[src/rtl/resp_link_pkg.sv]
package resp_link_pkg;
  typedef enum logic [2:0] {
    TX_IDLE,
    TX_ASYNC,
    TX_READY,
    TX_SHIFT,
    TX_TAIL
  } tx_state_e;

  localparam int unsigned FRAME_BITS = 10;
  localparam logic [7:0]  DIAG_GOOD  = 8'hAF;
  localparam logic [7:0]  DIAG_FAIL  = 8'hFF;
endpackage

[src/rtl/resp_ctl_sync.sv]
// Brings the host control wire into the clock domain, finds its edges and
// reports a low phase that has lasted LOW_LIMIT cycles.
module resp_ctl_sync #(
  parameter int unsigned LOW_LIMIT = 2048
) (
  input  logic clk,
  input  logic rst_n,
  input  logic ctl_in,
  output logic lvl,
  output logic fall,
  output logic rise,
  output logic long_low
);
  localparam int unsigned LW = $clog2(LOW_LIMIT + 1);

  logic          s1_q, s2_q, prev_q;
  logic [LW-1:0] low_q, low_n;

  always_comb begin
    if (s2_q)                        low_n = '0;
    else if (low_q == LW'(LOW_LIMIT)) low_n = low_q;
    else                             low_n = low_q + 1'b1;
  end

  always_ff @(posedge clk or negedge rst_n) begin
    if (!rst_n) begin
      s1_q   <= 1'b1;
      s2_q   <= 1'b1;
      prev_q <= 1'b1;
      low_q  <= '0;
    end else begin
      s1_q   <= ctl_in;
      s2_q   <= s1_q;
      prev_q <= s2_q;
      low_q  <= low_n;
    end
  end

  assign lvl      = s2_q;
  assign fall     = prev_q & ~s2_q;
  assign rise     = ~prev_q & s2_q;
  assign long_low = (low_q == LW'(LOW_LIMIT));
endmodule

[src/rtl/resp_byte_fifo.sv]
// Small byte buffer; a write to a full buffer is dropped and flagged.
module resp_byte_fifo #(
  parameter int unsigned DEPTH = 4,
  parameter int unsigned W     = 8
) (
  input  logic                         clk,
  input  logic                         rst_n,
  input  logic                         clr,
  input  logic                         ovf_clr,
  input  logic                         push,
  input  logic [W-1:0]                 din,
  input  logic                         pop,
  output logic [W-1:0]                 dout,
  output logic                         vld,
  output logic [$clog2(DEPTH+1)-1:0]   cnt,
  output logic                         ovf
);
  localparam int unsigned PW = (DEPTH > 1) ? $clog2(DEPTH) : 1;
  localparam int unsigned CW = $clog2(DEPTH + 1);

  logic [W-1:0]  mem_q [DEPTH];
  logic [PW-1:0] wptr_q, wptr_n, rptr_q, rptr_n;
  logic [CW-1:0] cnt_q, cnt_n;
  logic          ovf_q, ovf_n;
  logic          full, wr, rd;

  function automatic logic [PW-1:0] bump(input logic [PW-1:0] p);
    return (p == PW'(DEPTH - 1)) ? '0 : p + 1'b1;
  endfunction

  always_comb begin
    full   = (cnt_q == CW'(DEPTH));
    rd     = pop & (cnt_q != '0);
    wr     = push & (~full | rd);
    wptr_n = wptr_q;
    rptr_n = rptr_q;
    cnt_n  = cnt_q;
    ovf_n  = ovf_q | (push & ~wr);
    if (ovf_clr) ovf_n = 1'b0;
    if (clr) begin
      wptr_n = '0;
      rptr_n = '0;
      cnt_n  = '0;
    end else begin
      if (wr) wptr_n = bump(wptr_q);
      if (rd) rptr_n = bump(rptr_q);
      cnt_n = cnt_q + CW'(wr) - CW'(rd);
    end
  end

  always_ff @(posedge clk or negedge rst_n) begin
    if (!rst_n) begin
      wptr_q <= '0;
      rptr_q <= '0;
      cnt_q  <= '0;
      ovf_q  <= 1'b0;
    end else begin
      wptr_q <= wptr_n;
      rptr_q <= rptr_n;
      cnt_q  <= cnt_n;
      ovf_q  <= ovf_n;
    end
  end

  for (genvar i = 0; i < DEPTH; i++) begin : g_slot
    always_ff @(posedge clk) begin
      if (wr && !clr && wptr_q == PW'(i)) mem_q[i] <= din;
    end
  end

  assign dout = mem_q[rptr_q];
  assign vld  = (cnt_q != '0);
  assign cnt  = cnt_q;
  assign ovf  = ovf_q;
endmodule

[src/rtl/resp_frame_tx.sv]
// Byte transmitter: framed timed bits or host-clocked bits.
// A waiting diagnostic byte is taken before buffered data.
module resp_frame_tx
  import resp_link_pkg::*;
#(
  parameter int unsigned BIT_CYC = 1024
) (
  input  logic       clk,
  input  logic       rst_n,
  input  logic       sync_mode,
  input  logic       abort,
  input  logic       diag_vld,
  input  logic [7:0] diag_byte,
  input  logic       fifo_vld,
  input  logic [7:0] fifo_byte,
  input  logic       ctl_fall,
  input  logic       ctl_rise,
  output logic       diag_take,
  output logic       fifo_pop,
  output logic       shifting,
  output logic       ser_out
);
  localparam int unsigned TW = (BIT_CYC > 2) ? $clog2(BIT_CYC) : 1;

  tx_state_e st_q, st_n;
  logic [FRAME_BITS-1:0] sh_q, sh_n;
  logic [3:0]            bit_q, bit_n;
  logic [TW-1:0]         tmr_q, tmr_n;
  logic                  out_q, out_n;
  logic [7:0]            pick;

  always_comb begin
    st_n      = st_q;
    sh_n      = sh_q;
    bit_n     = bit_q;
    tmr_n     = tmr_q;
    out_n     = out_q;
    diag_take = 1'b0;
    fifo_pop  = 1'b0;
    pick      = diag_vld ? diag_byte : fifo_byte;
    if (abort) begin
      st_n  = TX_IDLE;
      out_n = 1'b0;
    end else begin
      case (st_q)
        TX_IDLE: begin
          out_n = 1'b0;
          if (diag_vld || fifo_vld) begin
            diag_take = diag_vld;
            fifo_pop  = ~diag_vld;
            bit_n     = '0;
            tmr_n     = '0;
            out_n     = 1'b1;
            if (sync_mode) begin
              st_n = TX_READY;
              sh_n = {2'b00, pick};
            end else begin
              st_n = TX_ASYNC;
              sh_n = {1'b0, pick, 1'b1};
            end
          end
        end
        TX_ASYNC: begin
          if (tmr_q == TW'(BIT_CYC - 1)) begin
            tmr_n = '0;
            if (bit_q == 4'(FRAME_BITS - 1)) begin
              st_n  = TX_IDLE;
              out_n = 1'b0;
            end else begin
              bit_n = bit_q + 1'b1;
              sh_n  = sh_q >> 1;
              out_n = sh_q[1];
            end
          end else begin
            tmr_n = tmr_q + 1'b1;
          end
        end
        TX_READY: begin
          if (ctl_fall) begin
            out_n = sh_q[0];
            sh_n  = sh_q >> 1;
            bit_n = 4'd1;
            st_n  = TX_SHIFT;
          end
        end
        TX_SHIFT: begin
          if (ctl_fall) begin
            out_n = sh_q[0];
            sh_n  = sh_q >> 1;
            bit_n = bit_q + 1'b1;
            if (bit_q == 4'd7) st_n = TX_TAIL;
          end
        end
        TX_TAIL: begin
          if (ctl_rise) begin
            st_n  = TX_IDLE;
            out_n = 1'b0;
          end
        end
        default: begin
          st_n  = TX_IDLE;
          out_n = 1'b0;
        end
      endcase
    end
  end

  always_ff @(posedge clk or negedge rst_n) begin
    if (!rst_n) begin
      st_q  <= TX_IDLE;
      sh_q  <= '0;
      bit_q <= '0;
      tmr_q <= '0;
      out_q <= 1'b0;
    end else begin
      st_q  <= st_n;
      sh_q  <= sh_n;
      bit_q <= bit_n;
      tmr_q <= tmr_n;
      out_q <= out_n;
    end
  end

  assign shifting = (st_q == TX_SHIFT) || (st_q == TX_TAIL);
  assign ser_out  = out_q;
endmodule

[src/rtl/resp_byte_link.sv]
// Top: read session control, diagnostic byte timing and selection,
// data inversion, buffering and the transmitter.
module resp_byte_link
  import resp_link_pkg::*;
#(
  parameter int unsigned BIT_CYC        = 1024,
  parameter int unsigned FIFO_DEPTH     = 4,
  parameter int unsigned DIAG_DELAY_CYC = 32000,
  parameter int unsigned READ_TO_CYC    = 320000,
  parameter int unsigned STOP_LOW_CYC   = 2048
) (
  input  logic       clk,
  input  logic       rst_n,
  input  logic       sync_mode,
  input  logic       ctl_line,
  input  logic       charge_start,
  input  logic       osc_ok,
  input  logic       bridge_trip,
  input  logic       read_start,
  input  logic       rx_valid,
  input  logic       rx_first,
  input  logic [7:0] rx_byte,
  output logic       ser_out,
  output logic       ovf_flag
);
  localparam int unsigned RW = $clog2(READ_TO_CYC + 1);
  localparam int unsigned DW = $clog2(DIAG_DELAY_CYC + 1);
  localparam int unsigned CW = $clog2(FIFO_DEPTH + 1);

  // reset: asserted at once, released through two flops
  logic rst_s1_q, rst_n_i;
  always_ff @(posedge clk or negedge rst_n) begin
    if (!rst_n) begin
      rst_s1_q <= 1'b0;
      rst_n_i  <= 1'b0;
    end else begin
      rst_s1_q <= 1'b1;
      rst_n_i  <= rst_s1_q;
    end
  end

  logic ctl_lvl, ctl_fall, ctl_rise, ctl_long;
  resp_ctl_sync #(.LOW_LIMIT(STOP_LOW_CYC)) u_ctl (
    .clk(clk), .rst_n(rst_n_i), .ctl_in(ctl_line),
    .lvl(ctl_lvl), .fall(ctl_fall), .rise(ctl_rise), .long_low(ctl_long)
  );

  // read session
  logic          session_q, session_n, gate_q, gate_n;
  logic [RW-1:0] rtmr_q, rtmr_n;
  logic          tx_shifting, stop_now, fifo_push;

  always_comb begin
    stop_now  = session_q & ~read_start &
                ( (rtmr_q == RW'(1))
                | (~sync_mode & ~ctl_lvl)
                | (sync_mode & ctl_long & ~tx_shifting) );
    fifo_push = session_q & ~stop_now & ~read_start & rx_valid & (gate_q | rx_first);
    session_n = session_q;
    gate_n    = gate_q;
    rtmr_n    = rtmr_q;
    if (read_start) begin
      session_n = 1'b1;
      gate_n    = 1'b0;
      rtmr_n    = RW'(READ_TO_CYC);
    end else if (stop_now) begin
      session_n = 1'b0;
      rtmr_n    = '0;
    end else if (session_q) begin
      rtmr_n = rtmr_q - 1'b1;
      if (fifo_push) gate_n = 1'b1;
    end
  end

  always_ff @(posedge clk or negedge rst_n_i) begin
    if (!rst_n_i) begin
      session_q <= 1'b0;
      gate_q    <= 1'b0;
      rtmr_q    <= '0;
    end else begin
      session_q <= session_n;
      gate_q    <= gate_n;
      rtmr_q    <= rtmr_n;
    end
  end

  // diagnostic byte
  logic [DW-1:0] dcnt_q, dcnt_n;
  logic          trip_q, trip_n, dpend_q, dpend_n;
  logic [7:0]    dbyte_q, dbyte_n;
  logic          diag_take;

  always_comb begin
    dcnt_n  = dcnt_q;
    trip_n  = trip_q;
    dpend_n = dpend_q & ~diag_take;
    dbyte_n = dbyte_q;
    if (charge_start) begin
      dcnt_n = DW'(DIAG_DELAY_CYC);
      trip_n = bridge_trip;
    end else if (dcnt_q != '0) begin
      dcnt_n = dcnt_q - 1'b1;
      trip_n = trip_q | bridge_trip;
      if (dcnt_q == DW'(1)) begin
        dpend_n = 1'b1;
        dbyte_n = (~osc_ok | trip_q | bridge_trip) ? DIAG_FAIL : DIAG_GOOD;
      end
    end
  end

  always_ff @(posedge clk or negedge rst_n_i) begin
    if (!rst_n_i) begin
      dcnt_q  <= '0;
      trip_q  <= 1'b0;
      dpend_q <= 1'b0;
      dbyte_q <= '0;
    end else begin
      dcnt_q  <= dcnt_n;
      trip_q  <= trip_n;
      dpend_q <= dpend_n;
      dbyte_q <= dbyte_n;
    end
  end

  // buffer holds bytes already in line polarity
  logic [7:0]    fifo_dout;
  logic          fifo_vld, fifo_pop;
  logic [CW-1:0] fifo_cnt;

  resp_byte_fifo #(.DEPTH(FIFO_DEPTH), .W(8)) u_fifo (
    .clk(clk), .rst_n(rst_n_i), .clr(stop_now | read_start), .ovf_clr(read_start),
    .push(fifo_push), .din(~rx_byte), .pop(fifo_pop),
    .dout(fifo_dout), .vld(fifo_vld), .cnt(fifo_cnt), .ovf(ovf_flag)
  );

  resp_frame_tx #(.BIT_CYC(BIT_CYC)) u_tx (
    .clk(clk), .rst_n(rst_n_i), .sync_mode(sync_mode), .abort(stop_now),
    .diag_vld(dpend_q), .diag_byte(dbyte_q),
    .fifo_vld(fifo_vld), .fifo_byte(fifo_dout),
    .ctl_fall(ctl_fall), .ctl_rise(ctl_rise),
    .diag_take(diag_take), .fifo_pop(fifo_pop),
    .shifting(tx_shifting), .ser_out(ser_out)
  );
endmodule

[config.mk]
export PLATFORM = sky130hd
export DESIGN_NAME = resp_byte_link
export DESIGN_NICKNAME = d
export VERILOG_FILES = /design/src/rtl/resp_link_pkg.sv /design/src/rtl/resp_ctl_sync.sv /design/src/rtl/resp_byte_fifo.sv /design/src/rtl/resp_frame_tx.sv /design/src/rtl/resp_byte_link.sv
export SDC_FILE = /design/constraint.sdc
export NUM_CORES = 1
export LEC_CHECK = 0
export ABC_AREA = 0
export BUFFER_PORTS_ARGS = -buffer_cell sky130_fd_sc_hd__buf_2
export CELL_PAD_IN_SITES_DETAIL_PLACEMENT = 0
export CELL_PAD_IN_SITES_GLOBAL_PLACEMENT = 1
export CORE_MARGIN = 1.5
export CORE_UTILIZATION = 50
export DETAILED_ROUTE_END_ITERATION = 6
export PLACE_DENSITY_LB_ADDON = 0.1
export SLEW_MARGIN = 20
export SYNTH_ARGS = -nofsm -noshare
export SYNTH_HDL_FRONTEND = slang
export SYNTH_SLANG_ARGS = --single-unit
[constraint.sdc]
create_clock -name clk -period 3.9 [get_ports clk]
set_input_delay 1.17 -clock clk [delete_from_list [all_inputs] [get_ports clk]]
set_output_delay 1.17 -clock clk [all_outputs]
set_load 0.01 [all_outputs]
# Word-level counts from Yosys, hierarchy flattened
# Memory sizes are Yosys's and may differ from the RTL's.
# Cells that the tools add are included.
[classes] add_sub_neg=9 eq_ne=31 n_mux=83 n_bitwise=37 n_reduce_logical=33
[ops] op="$mux W10" n=6
[ops] op="$mux W19" n=3
[ops] op="$mux W1" n=35
[ops] op="$mux W8" n=4
[ops] op="$mux W15" n=2
[ops] op="$pmux W10 S3" n=1
[ops] op="$mux W3" n=9
[ops] op="$mux W12" n=2
[ops] op="$reduce_or A8 Y1" n=3
[ops] op="$mux W2" n=10
[ops] op="$mux W4" n=5
[ops] op="$pmux W10 S2" n=1
[ops] op="$eq A19 B1 Y1 const B" n=1
[ops] op="$sub A19 B1 Y19 const B" n=1
[ops] op="$pmux W4 S4" n=1
[ops] op="$and A1 B1 Y1" n=15
[ops] op="$eq A15 B1 Y1 const B" n=1
[ops] op="$pmux W3 S5" n=1
[ops] op="$reduce_bool A15 Y1" n=1
[ops] op="$sub A15 B1 Y15 const B" n=1
[ops] op="$reduce_and A7 Y1" n=2
[ops] op="$reduce_bool A2 Y1" n=7
[ops] op="$add A12 B1 Y12 const B" n=1
[ops] op="$eq A12 B12 Y1 const B" n=1
[ops] op="other kinds (34)" n=79
[word_totals] ff_bits=99 mem_bits_rw=32 in_bits=18 out_inout_bits=2 elab_cells=216 n_memories=1
[memory_table] memory="u_fifo.mem_q" depth=4 width=8 rd=1 rd_clocked_by_memory_dff=0 wr=1 line_no="resp_byte_fifo.sv:21" source="logic [W-1:0] mem_q [DEPTH];"

# Depth between registers and ports, before layout
[depth] depth_word=20 mapped_depth=17 mapped_depth_nobuf=15

# By module
# A second synthesis with hierarchy kept.
[unflattened] hier_cells=602 area_unflattened_um2=6510.0
[by_module_without_submodules] module="resp_byte_link" n_inst=1 cells_per_inst=260 area_per_inst_um2=2372.3
[by_module_without_submodules] module="resp_frame_tx" n_inst=1 cells_per_inst=180 area_per_inst_um2=1742.9
[by_module_without_submodules] module="resp_byte_fifo" n_inst=1 cells_per_inst=88 area_per_inst_um2=1656.6
[by_module_without_submodules] module="resp_ctl_sync" n_inst=1 cells_per_inst=74 area_per_inst_um2=738.2

# Worst setup path after synthesis
# No wires, ideal clock.
[synth_timing] kind="input port to flip-flop" from="input sync_mode" to="register u_fifo.cnt_q[2] (netlist: u_fifo.cnt[2])" setup_time_ps=135 arrival_ps=3548 required_time_ps=3765 path_slack_ps=217 stages=16 n_path_buf=3 path_cell_list="buf_2 -> inv_2 -> a21o_1 -> nor3_1 -> o21ba_2 -> buf_6 -> buf_2 -> nor2_1 -> ha_1 -> inv_1 -> ha_1 -> inv_1 -> fa_1 -> xor2_1 -> xnor2_1 -> nor2_1"
[synth_between] elab_chain_len=14 elab_cells_between_ends=20
[synth_lines] element="from (decl)" line_no="resp_byte_link.sv:14" source="input logic sync_mode,"
[synth_lines] element="$not A1 Y1" line_no="resp_byte_link.sv:56" source="| (~sync_mode & ~ctl_lvl)"
[synth_lines] element="$and A1 B1 Y1" line_no="resp_byte_link.sv:56"
[synth_lines] element="$or A1 B1 Y1" line_no="resp_byte_link.sv:56"
[synth_lines] element="$or A1 B1 Y1 *" line_no="resp_byte_link.sv:57" source="| (sync_mode & ctl_long & ~tx_shifting) );"
[synth_lines] element="$and A1 B1 Y1 *" line_no="resp_byte_link.sv:54" source="stop_now = session_q & ~read_start &"
[synth_lines] element="$not A1 Y1 (no source line)"
[synth_lines] element="$and A1 B1 Y1 (4 in series)" line_no="resp_byte_link.sv:58" source="fifo_push = session_q & ~stop_now & ~read_start & rx_valid & (gate_q | rx_first);"
[synth_lines] element="$and A1 B1 Y1" line_no="resp_byte_fifo.sv:34" source="wr = push & (~full | rd);"
[synth_lines] element="$add A3 B1 Y3" line_no="resp_byte_fifo.sv:47" source="cnt_n = cnt_q + CW'(wr) - CW'(rd);"
[synth_lines] element="$sub A3 B1 Y3" line_no="resp_byte_fifo.sv:47"
[synth_lines] element="$mux W3 *" line_no="resp_byte_fifo.sv:40" source="if (clr) begin"
[synth_lines] element="via u_fifo.cnt_n[2]" line_no="resp_byte_fifo.sv:23" source="logic [CW-1:0] cnt_q, cnt_n;"
[synth_lines] element="to (signal assigned)" line_no="resp_byte_fifo.sv:60" source="cnt_q <= cnt_n;"
[synth_lines] element="to (decl)" line_no="resp_byte_fifo.sv:23"
# Mark *: on every way through the listed nets, which the timed path passes. The rest lies on a longest branch.
# A chain may end at the register's enable or synchronous reset.

# Final worst setup path
[layout_timing] from="register u_ctl.low_q[0]" to="register u_fifo.cnt_q[2] (netlist: u_fifo.cnt[2])"
[layout_between] elab_chain_len=14 elab_cells_between_ends=18
[layout_lines] element="from (decl)" line_no="resp_ctl_sync.sv:17" source="logic [LW-1:0] low_q, low_n;"
[layout_lines] element="from (signal assigned)" line_no="resp_ctl_sync.sv:35" source="low_q <= low_n;"
[layout_lines] element="$eq A12 B12 Y1 *" line_no="resp_ctl_sync.sv:42" source="assign long_low = (low_q == LW'(LOW_LIMIT));"
[layout_lines] element="$and A1 B1 Y1 * (2 in series)" line_no="resp_byte_link.sv:57"
[layout_lines] element="$or A1 B1 Y1 *" line_no="resp_byte_link.sv:57"
[layout_lines] element="$and A1 B1 Y1 *" line_no="resp_byte_link.sv:54"
[layout_lines] element="$not A1 Y1 (no source line)"
[layout_lines] element="$and A1 B1 Y1 (4 in series)" line_no="resp_byte_link.sv:58"
[layout_lines] element="$and A1 B1 Y1" line_no="resp_byte_fifo.sv:34"
[layout_lines] element="$add A3 B1 Y3" line_no="resp_byte_fifo.sv:47"
[layout_lines] element="$sub A3 B1 Y3" line_no="resp_byte_fifo.sv:47"
[layout_lines] element="$mux W3 *" line_no="resp_byte_fifo.sv:40"
[layout_lines] element="via u_fifo.cnt_n[2]" line_no="resp_byte_fifo.sv:23"
# Marked as above.

==> results.yml <==
outcome:
  status: "finished clean"
final_layout:
  drive_gt1_share_pct: 14.7
  n_antenna_cell: 0
  area_growth_pct: 12.5
  fillCellCount: 1061
  final_area_um2: 7060
  nets: 649
  post-route-util_pct: 58.3
clocking:
  cts_resized: 0
  clock_sinks: 124
  insertion_delay_ps: 420
  clock_path_buffers: 2
  cts_tree: "yes"
  cts_made_buffers: 17
  ctsHoldBuffers: 0
  post_cts_buffers: 0
  htree_levels: 4
  clock-root-buffer: "clkbuf_16"
  cts.clk_slew.worst_paths_ps: 60
critical_path:
  cp_num_buf_inv: 3
  worstPathArrival_ps: 3510
  cp_cell_sequence: "inv_1 -> ha_1 -> nor4b_1 -> nand4_1 -> nor3_1 -> o21ba_2 -> nor2_1 -> ha_1 -> inv_1 -> ha_1 -> inv_1 -> fa_1 -> xor2_1 -> xnor2_1 -> nor2_1"
  crit_fanout: 7
  start_kind: "flip-flop"
  slowest_stage: "nor3_1"
  cp.required_ps: 4190
  worst-setup-path-type: "reg2reg"
  cp_top_family: "simple AND/OR/NAND/NOR gates"
  cp_slowest_stage_delay_ps: 420
  critPathCaptureType: "flip-flop"
logic_synthesis:
  ys_top_cells_by_count: "dfrtp_1 (89), nor2_1 (67), nand2_1 (39)"
  synth_compound_area_share_pct: 12.0
  synthFlopType: "dfrtp_1"
  synthSimpleGateAreaFrac_pct: 18.7
  yosysUniqueCellTypes: 67
  post_synth_xor_area_fraction_pct: 3.49
  synthMuxAreaShare_pct: 6.52
  synthTopCellsByArea: "dfrtp_1 (35%), edfxtp_1 (15%), nor2_1 (4.0%)"
  synthCells: 593
  ys_seq_elements: 124
  synth_nets: 628
  synthArstFlopShare_pct: 74.2
  netlist.area_leader.share_pct: 35.5
  ys_seq_area_share_pct: 52.1
  synthAdderAreaFrac_pct: 3.51
  synth-edff-count: 32
  avgSynthCellArea_um2: 10.6
  netlist_area_um2: 6270
  yosysMostFrequentCell: "dfrtp_1"
  ys_warn_count: 0
  synth_largest_area_cell: "dfrtp_1"
  synth_top_family_by_area: "simple AND/OR/NAND/NOR gates"
die:
  start_util_pct: 51.8
  ios: 20
  num_rows: 40
  fp.dieArea_um2: 13200
  coreArea_um2: 12100
  die_h_um: 115
  die_w_um: 115
timing:
  tightest_slew_ps: 859
  final-setup-viol-count: 0
  layout_setup_ws_ps: 673
  slew_viol_final: 0
  fin_crit_sh_pct: 82.8
  rsz0062_at_grt: "false"
  hold_violations: 0
  max_slew_margin_pct: 42.7
  fin_tns_setup_ps: 0
  min_period_ps: 3230
  skew_ps: 8.95
  fmax_ghz: 0.310
placed_design:
  pre_cts_ws_ps: 270
  place_hpwl_um: 8360
  numPortBuffers: 19
  routabilityCongestion: 0.791
  placed_cell_area_um2: 6510
grt:
  antenna_found_initial: 0
  grt_first_pass_wirelength_um: 20900
  grt_overflow: 0
  gr-usage-all-layers_pct: 20.5
  grt_max_degree: 66
  grt_pass1_vias: 4316
routing:
  via_count: 4385
  drt_iter0_markers: 247
  avgRoutedWirePerCell_um: 15.4
  drc: 0
  viasPerCell: 5.52
  drt-total-wl_um: 12200
  antenna_left: 0
  dr.pass1.iters: 4
min_path:
  hold_path.class: "reg2reg"
pwr:
  total_power_uw: 4310
  ir_worst_vdd_v: 0.000370
  p_leak_uw: 0.00297
  powerDensity_nw_per_um2: 610
flow_run:
  drv_cap: 0
sequential cells by signal, summed over array words and instances, names as in the netlist, 2 cells and up:
name	flops
dbyte_q	2
dcnt_q	15
rtmr_q	19
u_ctl.low_q	12
u_fifo.cnt	3
u_fifo.mem_q	32
u_fifo.rptr_q	2
u_fifo.wptr_q	2
u_tx.bit_q	4
u_tx.sh_q	9
u_tx.st_q	3
u_tx.tmr_q	10
metrics by stage:
stage / cells / hold WS, ps
2_1_floorplan: 593 / 331
3_3_place_gp: 763 / 338
3_5_place_dp: 763 / 348
4_1_cts: 794 / 362
5_1_grt: 794 / 367
6_report: 794 / 359
layout by cell type, fill, tap and decap left out, drive strengths merged, types with 4 or more instances in the layout:
cell	n
dfrtp	89
nor2	68
nand2	39
inv	36
edfxtp	32
o21ai	31
a21oi	23
buf	23
nor3	22
nand2b	19
mux2	18
nand3	17
clkbuf	17
ha	16
xor2	13
xnor2	12
nand4	11
o31ai	11
nor4	10
mux2i	9
clkinv	8
or4	7
a31oi	6
and2	6
o41ai	6
a21o	5
nand3b	5
and3	5
or3	5
o22ai	5
nor2b	4
mux4	4
per-layer routing:
metal	wire length, µm	global-route usage, %	vias up	part of all wire (%)
li1	-	-	2179	-
met2	5780	32.4	53	47
met3	328	5.59	11	2.7
met4	128	7.33	0	1.1
met1	5950	27.3	2142	49
met5	0	0	-	0
area by class of cell:
| type | count | area, µm² | share of cell area, % |
|---|---|---|---|
| clock buffers | 17 | 425 | 6.03 |
| clock inverters | 14 | 120 | 1.70 |
| inverters | 34 | 128 | 1.81 |
| multi-input cells | 414 | 2780 | 39.4 |
| flip-flops and latches | 124 | 3270 | 46.3 |
| well taps | 168 | 210 | 2.98 |
| repair buffers | 23 | 125 | 1.77 |
worst register-to-register path, cell delays in order, from the launching register on:
cell,delay (ps)
dfrtp_1,410
inv_1,70
ha_1,140
nor4b_1,230
nand4_1,330
nor3_1,430
o21ba_2,220
nor2_1,50
ha_1,260
inv_1,60
ha_1,140
inv_1,50
fa_1,370
xor2_1,170
xnor2_1,130
nor2_1,50
path summary, 6_finish.rpt:
path / start / endpoint / slack, ps / cells after the start
max: u_ctl.low_q[0]$_DFFE_PN0P_ / u_fifo.cnt[2]$_DFF_PN0_ / 670 / 15
min: rst_s1_q$_DFF_PN0_ / rst_n_i$_DFF_PN0_ / 360 / 0
max reg2reg: u_ctl.low_q[0]$_DFFE_PN0P_ / u_fifo.cnt[2]$_DFF_PN0_ / 670 / 15
min reg2reg: rst_s1_q$_DFF_PN0_ / rst_n_i$_DFF_PN0_ / 360 / 0
max in group asynchronous: rst_n_i$_DFF_PN0_ / u_ctl.lvl$_DFF_PN1_ / 2550 / 1
min in group asynchronous: rst_n_i$_DFF_PN0_ / rtmr_q[7]$_DFFE_PN0P_ / 430 / 0
kinds of logic after synthesis:
kind of cell,count (synthesis)
other,1
buffers and inverters,55
adder cells (fa/ha/maj),17
flip-flops,124
multiplexers,31
AO/OA/AOI/OAI,112
AND/OR/NAND/NOR,228
XOR/XNOR,25
power breakdown:
group | leakage [µW] | internal [µW] | switching (µW) | total, µW
registers | 0.00145 | 1510 | 218 | 1730
clock network | 0.000263 | 870 | 578 | 1450
logic | 0.00126 | 510 | 622 | 1130
total | 0.00297 | 2890 | 1420 | 4310
Note: power is estimated with default switching activity, not from simulation.
